<file path="src/rtl/cdr_dpll.sv">
module cdr_dpll #(
  parameter int OSR       = 32,
  parameter int HOLD_BAND = 1
) (
  input  logic clk,
  input  logic rst_n,
  input  logic en,
  input  logic din,
  output logic bclk,
  output logic dout,
  output logic dvalid
);
  localparam int CW = $clog2(OSR);
  localparam logic [CW-1:0] MID  = CW'(OSR / 2);
  localparam logic [CW-1:0] LOWB = CW'(HOLD_BAND);
  localparam logic [CW-1:0] HIGB = CW'(OSR - HOLD_BAND);

  logic          s0, s1, lvl, done;
  logic [CW-1:0] cnt, cnt_nx;
  logic          ev, in_hold, lengthen, shorten, at_mid;

  // accepted transition: two agreeing samples that differ from the held level
  assign ev       = (s0 == s1) && (s1 != lvl);
  assign in_hold  = (cnt <= LOWB) || (cnt >= HIGB);
  assign lengthen = en && ev && !done && !in_hold && (cnt <  MID);
  assign shorten  = en && ev && !done && !in_hold && (cnt >= MID);
  assign at_mid   = en && (cnt == MID);
  assign bclk     = cnt[CW-1];

  always_comb begin
    if (lengthen)     cnt_nx = cnt;
    else if (shorten) cnt_nx = cnt + CW'(2);
    else              cnt_nx = cnt + CW'(1);
  end

  always_ff @(posedge clk or negedge rst_n) begin
    if (!rst_n) begin
      s0     <= 1'b0;
      s1     <= 1'b0;
      lvl    <= 1'b0;
      cnt    <= '0;
      done   <= 1'b0;
      dout   <= 1'b0;
      dvalid <= 1'b0;
    end else begin
      s0     <= din;
      s1     <= s0;
      if (ev) lvl <= s1;
      dvalid <= at_mid;
      if (at_mid) dout <= lvl;
      if (en) begin
        cnt <= cnt_nx;
        if (cnt_nx == '0)             done <= 1'b0;
        else if (lengthen || shorten) done <= 1'b1;
      end
    end
  end

  // ---------------- assertions ----------------
  logic [CW-1:0] cnt_q;
  logic          en_q;
  logic [1:0]    irr;

  always_ff @(posedge clk or negedge rst_n) begin
    if (!rst_n) begin
      cnt_q <= '0;
      en_q  <= 1'b0;
      irr   <= '0;
    end else begin
      cnt_q <= cnt;
      en_q  <= en;
      if (cnt < cnt_q)                                irr <= '0;
      else if (en_q && cnt != cnt_q + CW'(1) && irr != 2'd3) irr <= irr + 2'd1;
    end
  end

  p_one_corr_r5: assert property (@(posedge clk) disable iff (!rst_n)
    irr <= 2'd1);

  p_step_r4: assert property (@(posedge clk) disable iff (!rst_n)
    en |=> (CW'(cnt - $past(cnt)) <= CW'(2)));

  p_quiet_r6: assert property (@(posedge clk) disable iff (!rst_n)
    (en && !ev) |=> (cnt == CW'($past(cnt) + CW'(1))));

  p_freeze_r8: assert property (@(posedge clk) disable iff (!rst_n)
    !en |=> (cnt == $past(cnt)));

  p_pulse_r7: assert property (@(posedge clk) disable iff (!rst_n)
    dvalid |=> !dvalid);

  p_mid_r7: assert property (@(posedge clk) disable iff (!rst_n)
    dvalid |-> ($past(cnt) == MID && $past(en)));

  p_glitch_r3: assert property (@(posedge clk) disable iff (!rst_n)
    (s0 != s1) |=> $stable(lvl));
endmodule

</file>
<file path="config.mk">
export PLATFORM = sky130hd
export DESIGN_NAME = cdr_dpll
export DESIGN_NICKNAME = d
export VERILOG_FILES = /design/src/rtl/cdr_dpll.sv
export SDC_FILE = /design/constraint.sdc
export NUM_CORES = 1
export LEC_CHECK = 0
export ABC_AREA = 1
export BUFFER_PORTS_ARGS = -buffer_cell sky130_fd_sc_hd__buf_2
export CAP_MARGIN = 20
export CORE_UTILIZATION = 53
export CTS_BUF_LIST = sky130_fd_sc_hd__clkbuf_2
export DETAILED_ROUTE_END_ITERATION = 6
export GPL_ROUTABILITY_DRIVEN = 0
export HOLD_SLACK_MARGIN = 0.15
export PLACE_DENSITY = 0.81
export SLEW_MARGIN = 20
export SYNTH_ARGS = -nofsm -noshare
export SYNTH_HDL_FRONTEND = slang
export SYNTH_SLANG_ARGS = --single-unit
</file>
<file path="constraint.sdc">
create_clock -name clk -period 1.9 [get_ports clk]
set_clock_uncertainty 0.15 [all_clocks]
set_input_delay 0.095 -clock clk [delete_from_list [all_inputs] [get_ports clk]]
set_output_delay 0.095 -clock clk [all_outputs]
set_load 0.01 [all_outputs]
</file>
# == Yosys cells after proc, flatten, opt, wreduce, memory -nomap -nowiden ==
# Index checks and enable logic that the tools add are counted.
# totals
memories,0
ram_bits,0
ff_bits,11
elab_cells,34
rom_bits,0
latch_bits,0
input_bits,4
# classes
addsub,2
order_cmp,4
bitwise_logic,0
n_shift,0
mul,0
muxes,4
reduce_logical,14
div_mod_pow,0
eq_ne,3
# op_table
op,n
greater-or-equal comparator 5 bit (second input constant),2
two-way mux 5 bit,2
logical AND 1 bit,7
adder 5 x 1 -> 5 bit (second input constant),1
adder 5 x 2 -> 5 bit (second input constant),1
== test 5 bit (second input constant),1
<= comparator 5 x 1 -> 1 bit (second input constant),1
logical NOT 5 bit,1
less-than comparator 5 bit (second input constant),1
logical NOT 1 bit,2
logical OR 1 bit,2
two-way mux 1 bit,2
AND reduction 2 bit,1
nonzero test 2 bit,1
== test 1 bit,1
!= test 1 bit,1

# == Depth between registers and ports, before layout ==
# depth
word_depth,11
mapped_depth,13
ltp_nobuf,13

# == Least setup slack after synthesis ==
# Ideal clock, no wire load.
# synth_path
kind,register to register
from,register cnt[0]
to,register done
required_ns,1.637
arrival_ns,1.800
path_buffers,0
slack_ns,-0.163
stages_incl_launch_ff,13
path_cell_list,dfrtp_1 > ha_1 > and3_1 > ha_1 > nor2_1 > nand2_2 > nor2_4 > and2_4 > nand4_1 > nand2_1 > nand4_1 > nand2_1 > inv_1
# synth_between
elab_chain_cells,10
# synth_rtl
item,line,text
from (decl),19,"logic [CW-1:0] cnt, cnt_nx;"
from (signal assigned),52,cnt <= cnt_nx;
<= comparator 5 x 1 -> 1 bit / greater-or-equal comparator 5 bit (equally long branches),24,assign in_hold = (cnt <= LOWB) || (cnt >= HIGB);
logical OR 1 bit,24,
logical NOT 1 bit,"25, 26",
logical AND 1 bit,"25, 26",
logical AND 1 bit,26,assign shorten = en && ev && !done && !in_hold && (cnt >= MID);
two-way mux 5 bit,32,else if (shorten) cnt_nx = cnt + CW'(2);
two-way mux 5 bit,31,if (lengthen) cnt_nx = cnt;
logical NOT 5 bit,53,if (cnt_nx == '0) done <= 1'b0;
nonzero test 2 bit (no line),-,
AND reduction 2 bit (no line),-,
to (signal assigned),42,done <= 1'b0;
to (signal assigned),53,
to (signal assigned),54,else if (lengthen || shorten) done <= 1'b1;
to (decl),18,"logic s0, s1, lvl, done;"
# Several ways; a longest one is shown, not always the timed one.
# A chain may end at the register's enable or synchronous reset.

# == Worst setup path in the final report ==
# Ends and elaborated chain as after synthesis.

==> metrics.md <==
| Metric | Value |
|---|---|
| Detailed Route WL | `1.905 mm` |
| FF+latch count, synth | `11` |
| Area share of the largest cell type after synthesis | `0.3793` |
| Final Power | `1.358 mW` |
| Synth Area per Inst | `7.975 um2` |
| Fin crit share | `1.123` |
| Reg2reg setup slack | `-0.23 ns` |
| WL/cell | `14.01 um` |
| Synth cell types | `18` |
| Die ar. | `1521 um2` |
| Clk slew on worst S/H paths | `0.12 ns` |
| Layout area overhead | `41.38%` |
| Root Buffer | `clkbuf_2` |
| CTS Buffer Depth | `2` |
| Synth Warn # | `0` |
| Syn Std Cell Area | `725.7 um2` |
| Leakage power | `0.5217 nW` |
| Vias in the first global route | `670` |
| Worst r2r src | `cnt[0]$_DFFE_PN0P_` |
| Max Cap Violations | `0` |
| Hold Startpoint | `en` |
| Status | `finished, violations left` |
| Clk sinks | `11` |
| Die extent in y | `39.01 um` |
| R2R cell count | `13` |
| P per Cell Area | `1324 nW/um2` |
| GRT Total Usage | `0.2971` |
| Cell count after placement | `126` |
| Critical path type | `reg -> reg` |
| Largest net degree at the start of global routing | `12` |
| Nets | `133` |
| Worst setup EP type | `flop` |
| Seq/Total Area, Yosys | `0.3793` |
| Max rail drop VDD | `0.8562 mV` |
| Drt pass-1 iters | `4` |
| H-tree Lvls | `1` |
| RSZ-0062 raised after global routing | `true` |
| Ant. Diodes | `0` |
| Worst-Skew Late Latency | `0.28 ns` |
| Relative slew slack | `0.6751` |
| DR vias/cell | `5.544` |
| Synth top area cells | `dfrtp_1 (38%), nand2_1 (11%), ha_1 (10%), nand4_1 (6.9%), inv_1 (4.7%)` |
| Detail Placement HPWL | `1.374 mm` |
| HP Class | `in -> reg` |
| Starting Density | `0.6118` |
| Synth Area in Adders | `0.1034` |
| Total gr overflow | `0` |
| Clock buffer count from CTS | `3` |
| Post-synthesis mux area share | `0` |
| CTS tree | `done` |
| Achievable frequency | `468.7 MHz` |
| Port bufs | `6` |
| Startpoint Class | `flop` |
| Synth Area in XOR/XNOR | `0.02414` |
| Worst reg2reg endpoint | `done$_DFFE_PN0P_` |
| Final setup viols | `6` |
| Top cell type by total area after synthesis | `dfrtp_1` |
| CP arrival | `2.17 ns` |
| First-pass GRT wire length | `2.925 mm` |
| Rows | `12` |
| Total core area | `1186 um2` |
| DR iter-0 viols | `42` |
| Hold depth | `8` |
| Setup WS post-layout | `-0.2334 ns` |
| Finished Layout Cells | `136` |
| WP data required | `1.94 ns` |
| Max Slew Vio Count | `0` |
| Area of the multi-input gates | `464.2 um2` |
| Failing checks | `setup timing` |
| Fill count | `65` |
| Share of layout cells above drive strength 1 | `0.4262` |
| Register cell area after layout | `275.3 um2` |
| Top Ports | `7` |
| Slew @ Worst Pin | `0.4857 ns` |
| Via count | `754` |
| Die width | `39.01 um` |
| Tmin final | `2.133 ns` |
| Hold Path Sink | `done$_DFFE_PN0P_` |
| Simple-Gate Fraction of Synth Area | `0.3741` |
| Number of routed nets with antenna violations | `0` |
| Initial antenna violation count | `0` |
| Complex-gate fraction of the synthesized area | `0.06207` |
| Critical-path maximum fanout | `6` |
| Mapped Nets | `101` |
| DRC | `0` |
| Largest family of logic cells by synthesized area | `simple AND/OR/NAND/NOR gates` |
| Synthesized instance count | `91` |
| Endpoints failing hold | `0` |
## layout make-up
type	instances	share of cell area
Inverter	11	0.04024
Clock buffer	4	0.01951
Multi-Input combinational cell	69	0.4524
Tap cell	14	0.01707
Sequential cell	11	0.2683
Timing Repair Buffer	27	0.2024
## timing repair
action,CTS,global route
hold buffers,5,0
buffers inserted,1,0
hold endpoints to repair,19,0
gates resized for setup,4,9
setup endpoints to repair,6,6
pin swaps,5,2
## cells in the final DEF, fill, tap and decap left out
cell and n:
nand4_1 8, o21ai_0 3, ha_4 1, dfrtp_1 11, buf_6 2, nor2_4 2, ha_2 1, buf_2 6
nand3_1 6, buf_4 14, xor2_1 2, o21ai_2 3, nor2_2 2, nand2_2 9, and3_4 1, clkbuf_2 4
a21oi_1 1, inv_2 2, o21ai_1 1, ha_1 4, and2_4 1, inv_1 9, dlygate4sd3_1 5, nand3_2 3
nor2_1 4, nand2_1 16, a21oi_2 1
## kinds of logic after synthesis
family | count (synthesis)
xor gates and xnor gates | 2
adders and majority gates | 6
buffers and inverters | 11
and+or+nand+nor | 52
DFF | 11
AOI/OAI and AO/OA | 9
## power by group
| part | internal [mW] | total (mW) | switching, mW |
|---|---|---|---|
| sequential | 0.302 | 0.365 | 0.0631 |
| clock | 0.0559 | 0.137 | 0.0816 |
| combinational | 0.390 | 0.856 | 0.466 |
| total | 0.748 | 1.36 | 0.610 |
## worst max-delay path, stage by stage, from the launching register on
cell and delay [ns]:
dfrtp_1 0.43, ha_2 0.19, and3_4 0.17, ha_4 0.16, nor2_4 0.11, nand2_2 0.08
nor2_4 0.15, nand3_2 0.13, nand2_1 0.10, nand3_1 0.08, nor2_2 0.11, nand4_1 0.08
nand2_1 0.07, inv_1 0.03
## registers in the layout, summed over array words and instances (netlist names)
| register | flops |
|---|---|
| s0 | 1 |
| s1 | 1 |
| dvalid | 1 |
| done | 1 |
| dout | 1 |
| cnt | 5 |
| lvl | 1 |
## per-stage QoR
step	instance area [um2]	worst slack (ns)	hold WS, ns	util	setup TNS (ns)
detailed placement	908.4	-0.2029	-0.1781	0.7658	-0.9284
global placement	908.4	-0.1370	-0.1814	0.7658	-0.4997
global route	1026	-0.3191	0.2863	0.8650	-1.602
finish	1026	-0.2334	0.2658	0.8650	-1.116
CTS	1001	-0.1865	0.2693	0.8439	-0.8464
floorplan	748.2	-0.07091	-0.3506	-	-0.07091
## routing by layer
metal,share of wire,global-route usage
met2,0.50,0.5042
met4,0.0073,0.07759
met5,0,0
met1,0.42,0.3620
met3,0.072,0.08671
## worst max-delay path by stage
stage / start / depth (start not counted) / end / slack, ns
4_1_cts: cnt[0]$_DFFE_PN0P_ / 13 / done$_DFFE_PN0P_ / -0.19
3_3_place_gp: cnt[0]$_DFFE_PN0P_ / 13 / done$_DFFE_PN0P_ / -0.14
5_1_grt: cnt[0]$_DFFE_PN0P_ / 13 / done$_DFFE_PN0P_ / -0.32
3_5_place_dp: cnt[0]$_DFFE_PN0P_ / 13 / done$_DFFE_PN0P_ / -0.20
2_1_floorplan: cnt[0]$_DFFE_PN0P_ / 12 / done$_DFFE_PN0P_ / -0.07
6_report: cnt[0]$_DFFE_PN0P_ / 13 / done$_DFFE_PN0P_ / -0.23
## Yosys cell counts (all sizes together)
cell / count
xor2: 2
nand3: 9
nor2: 8
nand2: 25
inv: 11
ha: 6
nand4: 8
dfrtp: 11
and2: 1
a21oi: 2
o21ai: 7
and3: 1
Note: power is estimated with default switching activity, not from simulation.
